===== src/rtl/mrt_pkg.sv =====
package mrt_pkg;
  typedef enum logic [2:0] {
    ST_IDLE,
    ST_REQ,
    ST_RSP,
    ST_DONE,
    ST_STOP
  } seq_state_e;

  localparam int unsigned WORD_SHIFT = 2;
endpackage


===== src/rtl/mrt_lsb.sv =====
// Index of the lowest set bit of a vector (0 when empty).
module mrt_lsb #(
  parameter  int NREG = 16,
  localparam int IW   = $clog2(NREG)
) (
  input  logic [NREG-1:0] vec,
  output logic [IW-1:0]   idx
);
  always_comb begin
    idx = '0;
    for (int i = NREG - 1; i >= 0; i--) begin
      if (vec[i]) idx = IW'(i);
    end
  end
endmodule


===== src/rtl/mrt_span.sv =====
// Start address, writeback value and skip mask for a new command.
module mrt_span import mrt_pkg::*; #(
  parameter  int NREG = 16,
  parameter  int AW   = 32,
  localparam int IW   = $clog2(NREG),
  localparam int CW   = IW + 1
) (
  input  logic [NREG-1:0] list,
  input  logic [AW-1:0]   base,
  input  logic            descend,
  input  logic            use_cont,
  input  logic [IW-1:0]   start_idx,
  output logic [NREG-1:0] below,
  output logic [AW-1:0]   start_addr,
  output logic [AW-1:0]   wb_addr
);
  logic [CW-1:0] n_sel, k_skip;
  logic [AW-1:0] n_bytes, k_bytes;

  for (genvar gi = 0; gi < NREG; gi++) begin : g_below
    assign below[gi] = use_cont && (start_idx > IW'(gi));
  end

  always_comb begin
    n_sel  = '0;
    k_skip = '0;
    for (int i = 0; i < NREG; i++) begin
      n_sel  = n_sel  + CW'(list[i]);
      k_skip = k_skip + CW'(list[i] & below[i]);
    end
  end

  assign n_bytes    = AW'(n_sel)  << WORD_SHIFT;
  assign k_bytes    = AW'(k_skip) << WORD_SHIFT;
  assign start_addr = descend ? (base - n_bytes + k_bytes) : (base + k_bytes);
  assign wb_addr    = descend ? (base - n_bytes) : (base + n_bytes);
endmodule


===== src/rtl/mrt_seq.sv =====
module mrt_seq import mrt_pkg::*; #(
  parameter  int NREG = 16,
  parameter  int AW   = 32,
  parameter  int DW   = 32,
  localparam int IW   = $clog2(NREG)
) (
  input  logic            clk,
  input  logic            rst_n,
  input  logic            cfg_no_cont,
  input  logic            cmd_valid,
  output logic            cmd_ready,
  input  logic [AW-1:0]   cmd_base,
  input  logic [NREG-1:0] cmd_list,
  input  logic            cmd_store,
  input  logic            cmd_dword,
  input  logic            cmd_descend,
  input  logic            cmd_resume,
  input  logic [IW-1:0]   cmd_cont,
  output logic            mem_req_valid,
  input  logic            mem_req_ready,
  output logic [AW-1:0]   mem_addr,
  output logic            mem_we,
  output logic [DW-1:0]   mem_wdata,
  input  logic            mem_rsp_valid,
  input  logic [DW-1:0]   mem_rdata,
  output logic [IW-1:0]   rf_raddr,
  input  logic [DW-1:0]   rf_rdata,
  output logic            rf_we,
  output logic [IW-1:0]   rf_waddr,
  output logic [DW-1:0]   rf_wdata,
  input  logic            irq,
  output logic            done,
  output logic            abandoned,
  output logic [IW-1:0]   cont_out,
  output logic [AW-1:0]   wb_addr
);
  seq_state_e      state_q;
  logic [NREG-1:0] mask_q, rest, mask_start, below;
  logic [AW-1:0]   addr_q, wb_q, start_addr, wb_calc;
  logic [IW-1:0]   cont_q, cur_idx, nxt_idx;
  logic            store_q, replay_q, use_cont, accept;

  assign accept   = cmd_valid && cmd_ready;
  assign use_cont = cmd_resume && !cmd_dword && !cfg_no_cont && (cmd_cont != '0);

  mrt_span #(.NREG(NREG), .AW(AW)) u_span (
    .list      (cmd_list),
    .base      (cmd_base),
    .descend   (cmd_descend),
    .use_cont  (use_cont),
    .start_idx (cmd_cont),
    .below     (below),
    .start_addr(start_addr),
    .wb_addr   (wb_calc)
  );

  assign mask_start = cmd_list & ~below;
  assign rest       = mask_q & (mask_q - NREG'(1));

  mrt_lsb #(.NREG(NREG)) u_cur (.vec(mask_q), .idx(cur_idx));
  mrt_lsb #(.NREG(NREG)) u_nxt (.vec(rest),   .idx(nxt_idx));

  always_ff @(posedge clk or negedge rst_n) begin
    if (!rst_n) begin
      state_q  <= ST_IDLE;
      mask_q   <= '0;
      addr_q   <= '0;
      wb_q     <= '0;
      cont_q   <= '0;
      store_q  <= 1'b0;
      replay_q <= 1'b0;
    end else begin
      case (state_q)
        ST_IDLE: if (accept) begin
          mask_q   <= mask_start;
          addr_q   <= start_addr;
          wb_q     <= wb_calc;
          store_q  <= cmd_store;
          replay_q <= cmd_dword || cfg_no_cont;
          state_q  <= (mask_start == '0) ? ST_DONE : ST_REQ;
        end
        ST_REQ: if (mem_req_ready) state_q <= ST_RSP;
        ST_RSP: if (mem_rsp_valid) begin
          mask_q <= rest;
          addr_q <= addr_q + (AW'(1) << WORD_SHIFT);
          if (rest == '0) begin
            state_q <= ST_DONE;
          end else if (irq) begin
            state_q <= ST_STOP;
            cont_q  <= replay_q ? '0 : nxt_idx;
          end else begin
            state_q <= ST_REQ;
          end
        end
        default: state_q <= ST_IDLE;
      endcase
    end
  end

  assign cmd_ready     = (state_q == ST_IDLE);
  assign mem_req_valid = (state_q == ST_REQ);
  assign mem_addr      = addr_q;
  assign mem_we        = store_q;
  assign mem_wdata     = rf_rdata;
  assign rf_raddr      = cur_idx;
  assign rf_we         = (state_q == ST_RSP) && mem_rsp_valid && !store_q;
  assign rf_waddr      = cur_idx;
  assign rf_wdata      = mem_rdata;
  assign done          = (state_q == ST_DONE);
  assign abandoned     = (state_q == ST_STOP);
  assign cont_out      = cont_q;
  assign wb_addr       = wb_q;
endmodule


===== config.mk =====
export PLATFORM = sky130hd
export DESIGN_NAME = mrt_seq
export DESIGN_NICKNAME = d
export VERILOG_FILES = /design/src/rtl/mrt_pkg.sv /design/src/rtl/mrt_lsb.sv /design/src/rtl/mrt_span.sv /design/src/rtl/mrt_seq.sv
export SDC_FILE = /design/constraint.sdc
export NUM_CORES = 1
export LEC_CHECK = 0
export BUFFER_PORTS_ARGS = -buffer_cell sky130_fd_sc_hd__buf_2
export CAP_MARGIN = 15
export CORE_AREA = 3 3 128 130
export CTS_BUF_LIST = sky130_fd_sc_hd__clkbuf_4
export DETAILED_ROUTE_END_ITERATION = 10
export DIE_AREA = 0 0 131 133
export PLACE_DENSITY = 0.95
export SETUP_SLACK_MARGIN = 0.2
export SYNTH_ARGS = -nofsm -noshare
export SYNTH_HDL_FRONTEND = slang
export SYNTH_SLANG_ARGS = --single-unit

===== constraint.sdc =====
create_clock -name clk -period 8.64 [get_ports clk]
set_input_delay 0.864 -clock clk [delete_from_list [all_inputs] [get_ports clk]]
set_output_delay 0.864 -clock clk [all_outputs]
set_load 0.005 [all_outputs]

==> results.py, run 1 <==
metrics = {
    "global_route": {
        "grt-ovfl-total": 0,
        "grt_pass1_wl_mm": 39.5,
        "grt_max_degree": 88,
        "antenna_found_initial": 1,
        "grt_pass1_vias": 7986,
        "grt_usage_pct": 28.0,
    },
    "clocking": {
        "clkSinkCount": 89,
        "clk_path_buf_depth": 2,
        "cts-buffers-inserted": 9,
        "clk_latency_ps": 510,
        "postCtsSetupBuffers": 0,
        "cts_tree": "done",
        "cts_hold_buf": 0,
        "cts_repair_resize_count": 0,
        "path_clk_slew_ps": 180,
        "cts_root_buffer": "clkbuf_4",
        "cts-htree-levels": 3,
    },
    "logic_synthesis": {
        "async_reset_ff_share_pct": 100,
        "synth-seq-cells": 89,
        "ys_warn_count": 0,
        "synth_area_leaders": "dfrtp_1, buf_4, o21ai_0, nand2_1, fa_1",
        "yosys-top-cells-count": "nand2_1, o21ai_0, dfrtp_1, nor2_1, a21oi_1",
        "yosys.area.top_type_share_pct": 25.1,
        "yosysUniqueCellTypes": 82,
        "syn_area_um2": 8870,
        "syn_nets": 1340,
        "synth_ff_type": "dfrtp_1",
        "syn_area_per_cell_um2": 7.62,
        "synth_largest_area_cell": "dfrtp_1",
        "synth_seq_area_share_pct": 25.1,
        "synth_most_common_cell": "nand2_1",
        "synth_edf_count": 0,
        "syn_inst": 1164,
    },
    "setup_path": {
        "path_class": "input port to flip-flop",
        "reg2regPathDepth": 9,
        "path_cells": "buf_2 > ha_1 > inv_1 > fa_1 > fa_1 > fa_1 > fa_1 > fa_1 > fa_1 > nor2b_1 > o21a_1 > inv_1 > ha_1 > nor3b_1 > nand2b_1 > or3_2 > a222oi_1 > nand4_1 > or2_1 > nor3_1 > nor3b_2 > a31oi_1",
        "worstSetupEndpointType": "flip-flop",
        "cpMostUsedCell": "fa_1",
        "cp.required_ps": 9040,
        "slowest_stage": "fa_1",
        "max_stage_delay_ps": 530,
        "cp-start-kind": "input port",
        "worstPathArrival_ps": 7800,
        "cp_max_fo": 8,
    },
    "floorplan": {
        "die_area_um2": 17400,
        "die_h_um": 133,
        "io_pins": 273,
        "initial_core_util_pct": 58.1,
        "dieWidth_um": 131,
        "row_count": 45,
        "coreArea_um2": 15300,
    },
    "sta": {
        "layout_setup_ws_ps": 1240,
        "finalHoldViolCount": 0,
        "finalCritPeriodShare_pct": 85.6,
        "finalSetupViolations": 0,
        "rsz0062_at_grt": "no",
        "slew_violations": 0,
        "post-route-min-period_ps": 7400,
        "tns_ps": 0,
        "finalClockSkew_ps": 32.8,
        "slew_headroom_pct": 24.1,
        "clock.fmax_ghz": 0.135,
        "worstMarginPinSlew_ps": 1140,
    },
    "route": {
        "firstDrtPassIters": 7,
        "viasPerCell": 6.10,
        "drt_iter0_markers": 807,
        "wire_per_inst_um": 17.5,
        "wirelength_mm": 24.7,
        "ant_nets": 0,
        "post-route-drc-count": 0,
        "num_vias": 8593,
    },
    "power_and_ir_drop": {
        "power_density_nw_per_um2": 291,
        "ir_worst_vdd_mv": 0.181,
        "p_leak_nw": 4.10,
        "p_total_w": 0.00269,
    },
    "place": {
        "globalplace.congestion": 0.987,
        "dp.final_hpwl_mm": 19.0,
        "post-place-ws_ps": 742,
        "io_buffers": 144,
    },
    "cells_and_area": {
        "drive_above_1_share_pct": 17.3,
        "post-route-util_pct": 60.6,
        "fillers": 1397,
        "multi_input_area_um2": 5570,
        "area_growth_syn_to_layout_pct": 4.26,
        "nets": 1368,
        "layout.area.seq_um2": 2230,
    },
    "flow_run": {
        "cap_violations": 0,
    },
    "min_path": {
        "min_path_type": "input port to asynchronous set/reset pin",
    },
    "status": {
        "outcome": "complete, no violations",
    },
}
kinds of logic (layout without fill, tap and decap cells):
family,count (synthesis),after routing,synth area share (%)
mux,14,14,1.61
other cells,0,1,0
buf+inv,205,238,12.2
compound gates,287,287,19.3
simple gates,445,445,25.5
xor+xnor,72,72,7.11
fa+ha+maj,52,52,9.11
flops,89,89,25.1
metal layers:
layer	vias to the layer above	wire, µm	track usage [%]
met2	438	11700	44.3
met3	55	2060	5.17
met5	-	0	0
met4	0	646	10.7
li1	4079	-	-
met1	4021	10300	37.8
area by class of cell:
type	instances	area share [%]
flip-flops and latches	89	24.1
repair buffers	158	8.93
well taps	211	2.85
diodes	1	0.0271
multi-input cells	870	60.2
clock buffers	9	0.731
clock inverters	7	0.568
inverters	64	2.60
sequential cells by signal, indices dropped and copies added, names as in the netlist:
| signal | cells |
|---|---|
| mem_addr | 32 |
| wb_addr | 32 |
| mask_q | 16 |
| cont_out | 4 |
| state_q | 3 |
| mem_we | 1 |
| replay_q | 1 |
where the power goes:
group / leakage, nW / internal [W] / switching [W]
clock network: 0.0566 / 0.0000604 / 0.000172
logic: 2.96 / 0.000676 / 0.000937
registers: 1.08 / 0.000613 / 0.000229
total: 4.10 / 0.00135 / 0.00134
critical path: cells and delay by family:
family	cells	cell delay, ps
AOI/OAI and AO/OA	3	790
adders and majority gates	8	3290
and+or+nand+nor	8	2610
buffers and inverters	3	230
cell usage in the layout, fill, tap and decap left out, types with 12 or more instances in the layout:
master / count
inv_1: 64
o21ai_0: 103
nor4_1: 15
nor2_1: 89
nand3_1: 35
xor2_1: 37
buf_2: 143
fa_1: 22
dfrtp_1: 89
nor3_1: 45
o22ai_1: 14
a31oi_1: 14
xnor2_1: 35
nand2_1: 132
and3_1: 12
mux2i_1: 12
buf_4: 14
nand4_1: 16
nor3b_1: 14
a21oi_1: 86
or3_1: 16
ha_1: 27
metrics by stage:
step	instance area [µm²]	std cells	hold WS, ps
final	9250	1409	299
after global routing	9250	1409	331
after CTS	9240	1407	310
after detailed placement	9120	1391	465
after global placement	9120	1391	453
after floorplan	8870	1164	470
final timing paths:
| kind | start | to | slack [ps] |
|---|---|---|---|
| setup / recovery | cmd_list[0] | mem_addr[31] | 1240 |
| hold / removal | rst_n | mem_addr[27] | 300 |
| setup reg to reg | mask_q[3] | cont_out[1] | 5460 |
| hold reg to reg | cont_out[0] | cont_out[0] | 490 |
| max in group asynchronous | rst_n | mask_q[10] | 7250 |
| min in group clk | cont_out[0] | cont_out[0] | 490 |
Power figures use the tool's default switching activity.
==> run 2: changes to the inputs <==
CORE_AREA = 3 3 139 141   (was 3 3 128 130)
DIE_AREA = 0 0 142 144   (was 0 0 131 133)
PLACE_DENSITY = 0.87   (was 0.95)
clock period = 6.5 ns   (was 8.64 ns; I/O delays follow)
==> results.py, run 2 (same netlist as run 1, synthesis figures left out) <==
metrics = {
    "cells_and_area": {
        "fillers": 1564,
        "num_antenna_cells": 0,
        "instances_no_fill": 1546,
        "post-route-util_pct": 58.2,
        "drive_above_1_share_pct": 28.5,
        "nets": 1488,
        "mostFrequentLayoutCells": "buf_2, nand2_1, buf_4, o21ai_0, dfrtp_1",
        "final_common_cell": "buf_2",
        "area_growth_syn_to_layout_pct": 18.8,
    },
    "clocking": {
        "path_clk_slew_ps": 150,
        "cts_tree": "done",
        "clkSinkCount": 89,
        "cts_root_buffer": "clkbuf_4",
        "cts-buffers-inserted": 9,
        "clk_latency_ps": 500,
        "clk_path_buf_depth": 2,
        "cts-htree-levels": 3,
    },
    "power_and_ir_drop": {
        "power_density_nw_per_um2": 374,
        "p_leak_nw": 4.82,
        "ir_worst_vdd_mv": 0.182,
        "p_total_w": 0.00394,
    },
    "setup_path": {
        "worstPathArrival_ps": 6900,
        "cp_num_cells": 24,
        "critPathTopFamily": "adder cells",
        "reg2regPathDepth": 9,
        "max_stage_delay_ps": 530,
        "path_cells": "buf_8 > ha_4 > inv_2 > fa_1 > fa_1 > fa_1 > fa_1 > fa_2 > fa_2 > nor2b_1 > o21a_1 > inv_2 > ha_4 > or3b_4 > or3_4 > or3_4 > a222oi_1 > buf_4 > buf_6 > nand4_1 > or2_4 > or3_4 > nand3_2 > o311ai_1",
        "cp_max_fo": 7,
        "cp.buffers_inverters": 5,
        "cpMostUsedCell": "fa_1",
        "cp.required_ps": 6860,
        "path_class": "input port to flip-flop",
        "cp-start-kind": "input port",
        "slowest_stage": "fa_1",
        "worstSetupEndpointType": "flip-flop",
    },
    "route": {
        "num_vias": 9160,
        "wirelength_mm": 27.1,
        "drt_iter0_markers": 787,
        "viasPerCell": 5.92,
        "wl_met1_mm": 11.2,
        "firstDrtPassIters": 5,
        "ant_nets": 0,
        "top_layer_used": "met4",
        "wl_met3_mm": 2.01,
        "post-route-drc-count": 0,
        "wire_per_inst_um": 17.5,
        "wl_met2_mm": 12.9,
    },
    "sta": {
        "slew_violations": 0,
        "finalHoldViolCount": 0,
        "layout_setup_ws_ps": -40.4,
        "post-route-min-period_ps": 6540,
        "finalCritPeriodShare_pct": 101,
        "whs_ps": 377,
        "clock.fmax_ghz": 0.153,
        "worstMarginPinSlew_ps": 997,
        "finalClockSkew_ps": 47.0,
        "rsz0062_at_grt": "yes",
        "slew_headroom_pct": 33.5,
        "finalSetupViolations": 2,
    },
    "floorplan": {
        "die_area_um2": 20400,
        "io_pins": 273,
        "initial_core_util_pct": 49.0,
        "die_h_um": 144,
        "dieWidth_um": 142,
        "row_count": 49,
        "coreArea_um2": 18100,
    },
    "global_route": {
        "grt_max_degree": 89,
        "antenna_found_initial": 0,
        "grt_usage_pct": 25.6,
        "grt-ovfl-total": 0,
        "grt_pass1_wl_mm": 42.6,
        "grt_pass1_vias": 8722,
    },
    "status": {
        "failed_checks": "setup timing",
        "outcome": "complete, but fails checks",
    },
    "place": {
        "place_inst": 1518,
        "globalplace.congestion": 0.960,
        "io_buffers": 144,
        "post-place-ws_ps": -602,
        "dp.final_hpwl_mm": 20.1,
    },
    "min_path": {
        "min_path_type": "input port to flip-flop",
        "holdPathStages": 3,
    },
    "flow_run": {
        "cap_violations": 0,
    },
}
[run 2: area by class of cell]
cell class                 instances  area, µm²  area share, %
multi-input combinational        870       5870           55.8
inverter                          64        240           2.28
clock inverter                     6       42.5          0.404
timing repair buffer             278       1790           17.0
sequential                        89       2230           21.1
tap                              229        287           2.72
clock buffer                      10       75.1          0.713
[run 2: power by group]
part           switching (W)  leakage [nW]  internal [W]
logic                0.00137          3.67       0.00114
clock network       0.000218        0.0628     0.0000837
registers           0.000306          1.08      0.000815
[run 2: metal layers]
metal,track usage [%],vias up
li1,-,4332
met1,32.9,4299
met2,42.5,442
met3,4.66,87
met4,10.6,0
met5,0,-
[run 2: worst paths after layout]
| check | start | end | slack (ps) |
|---|---|---|---|
| max | cmd_list[1] | mem_addr[21] | -40 |
| min | cmd_store | mem_we | 380 |
| max reg2reg | mask_q[3] | cont_out[1] | 3260 |
| min reg2reg | cont_out[2] | cont_out[2] | 490 |
| max in group asynchronous | rst_n | wb_addr[20] | 4720 |
| min in group asynchronous | rst_n | mask_q[10] | 550 |
[run 2: through the flow]
step                setup TNS, ps  area [µm²]
floorplan                   -1910        8930
global placement            -5940       10000
detailed placement          -9160       10000
CTS                             0       10300
global route                -1470       10500
finish                      -50.3       10500
[run 2: tightest hold or removal path, cell delays in order]
cell and delay (ps):
buf_2 70, nand2_1 40, nand2_1 50
[run 2: what timing repair did]
item,4_1_cts,5_1_grt
gates resized for setup,28,40
pin swaps,20,24
endpoints found under the hold margin,13,0
hold buffers,1,0
buffers inserted,5,5
endpoints found under the setup margin,16,27
gates cloned,0,0
==> run 3: changes to the inputs <==
CORE_AREA = 3 3 133 135   (was 3 3 139 141)
DIE_AREA = 0 0 136 138   (was 0 0 142 144)
PLACE_DENSITY = 0.9   (was 0.87)
clock period = 7.2 ns   (was 6.5 ns; I/O delays follow)
==> results.py, run 3 (same netlist as run 1, synthesis figures left out) <==
metrics = {
    "status": {
        "outcome": "complete, no violations",
    },
    "sta": {
        "slew_violations": 0,
        "rsz0062_at_grt": "yes",
        "finalHoldViolCount": 0,
        "post-route-min-period_ps": 6750,
        "worstMarginPinSlew_ps": 1120,
        "finalSetupViolations": 0,
        "clock.fmax_ghz": 0.148,
        "slew_headroom_pct": 25.5,
        "finalClockSkew_ps": 30.6,
        "finalCritPeriodShare_pct": 93.8,
    },
    "global_route": {
        "grt_max_degree": 88,
        "grt-ovfl-total": 0,
        "met2_usage_pct": 43.0,
        "grt_busiest_layer": "met2",
        "antenna_found_initial": 0,
        "grt_usage_pct": 26.7,
        "grt_pass1_vias": 8191,
        "grt_pass1_wl_mm": 41.1,
        "use_met1_pct": 35.8,
        "globalRouteMet3Util_pct": 5.09,
    },
    "cells_and_area": {
        "mostFrequentLayoutCells": "buf_2, nand2_1, o21ai_0, nor2_1, dfrtp_1",
        "post-route-util_pct": 57.4,
        "nets": 1395,
        "num_antenna_cells": 0,
        "instances_no_fill": 1444,
        "area_growth_syn_to_layout_pct": 7.36,
        "drive_above_1_share_pct": 19.4,
        "final_common_cell": "buf_2",
    },
    "place": {
        "dp.final_hpwl_mm": 19.4,
        "io_buffers": 144,
        "place_inst": 1427,
        "globalplace.congestion": 0.934,
    },
    "floorplan": {
        "row_count": 47,
        "initial_core_util_pct": 53.5,
        "coreArea_um2": 16600,
        "io_pins": 273,
        "dieWidth_um": 136,
        "die_h_um": 138,
        "die_area_um2": 18800,
    },
    "setup_path": {
        "cp_max_fo": 8,
        "slowest_stage": "fa_1",
        "worstPathArrival_ps": 7150,
        "cp-start-kind": "input port",
        "reg2regPathDepth": 9,
        "reg2reg_slack_ps": 3600,
        "cpMostUsedCell": "fa_1",
        "cp.required_ps": 7600,
        "path_class": "input port to flip-flop",
        "r2r-end": "cont_out[1]",
        "max_stage_delay_ps": 540,
        "critPathTopFamily": "adder cells",
        "worstReg2RegStart": "mask_q[3]",
        "cp.buffers_inverters": 3,
        "worstSetupEndpointType": "flip-flop",
    },
    "clocking": {
        "path_clk_slew_ps": 170,
        "cts-buffers-inserted": 9,
        "cts-htree-levels": 3,
        "clkSinkCount": 89,
        "cts_tree": "done",
        "clk_latency_ps": 500,
        "cts_root_buffer": "clkbuf_4",
        "clk_path_buf_depth": 2,
        "postCtsSetupBuffers": 0,
    },
    "route": {
        "ant_nets": 0,
        "viasPerCell": 6.02,
        "drt_iter0_markers": 685,
        "firstDrtPassIters": 5,
        "wire_per_inst_um": 17.4,
        "post-route-drc-count": 0,
        "num_vias": 8689,
        "wirelength_mm": 25.1,
    },
    "power_and_ir_drop": {
        "p_leak_nw": 4.27,
        "power_density_nw_per_um2": 349,
        "ir_worst_vdd_mv": 0.189,
    },
    "flow_run": {
        "cap_violations": 0,
    },
    "min_path": {
        "min_path_type": "input port to asynchronous set/reset pin",
    },
}
-- run 3: where the power goes --
group	switching (W)	leakage (nW)	internal [W]
combinational	0.00113	3.10	0.000833
sequential	0.000272	1.08	0.000736
clock	0.000207	0.0934	0.000147
total	0.00161	4.27	0.00172
-- run 3: what timing repair did --
| action | 4_1_cts | 5_1_grt |
|---|---|---|
| gates resized for setup | 0 | 3 |
| hold buffers | 0 | 0 |
| setup endpoints to repair | 0 | 14 |
-- run 3: worst reg2reg max path, cell delays in order, from the launching register on --
cell and delay [ps]:
dfrtp_1 510, or3_1 480, nor4_1 740, nand2_1 310, o311ai_0 530, o21a_1 230
nand3b_1 140, nand3_1 270, a2111oi_0 120, a21o_1 170
-- run 3: routing by layer --
metal | up-vias | part of all wire, %
li1 | 4146 | -
met1 | 4134 | 43
met2 | 360 | 47
met3 | 49 | 7.4
met4 | 0 | 2.8
met5 | - | 0
-- run 3: metrics by stage --
stage	total power, W	instance area (µm²)	hold WS, ps	setup TNS, ps	setup slack [ps]
6_report	0.00332	9520	153	0	446
5_1_grt	0.00364	9520	160	0	171
4_1_cts	0.00331	9510	148	0	330
3_5_place_dp	0.00295	9340	462	-1570	-227
3_3_place_gp	0.00287	9340	452	-2.27	-2.27
2_1_floorplan	0.00234	8870	424	0	205
-- run 3: final cells by class --
class                      count  area [µm²]
clock inverter                 7         106
sequential                    89        2230
inverter                      64         240
multi-input combinational    870        5580
tap                          220         275
fill                        1534        7060
clock buffer                   9        67.6
timing repair buffer         185        1030
-- run 3: worst max path at each step --
stage | start | endpoint | slack (ps) | depth (start not counted)
final | cmd_list[0] | mem_addr[31] | 450 | 26
after global routing | cmd_list[0] | mem_addr[29] | 170 | 26
after CTS | cmd_list[0] | mem_addr[31] | 330 | 26
after detailed placement | cmd_list[0] | mem_addr[31] | -230 | 26
after global placement | cmd_list[0] | mem_addr[31] | -2 | 26
after floorplan | cmd_list[0] | mem_addr[31] | 200 | 22
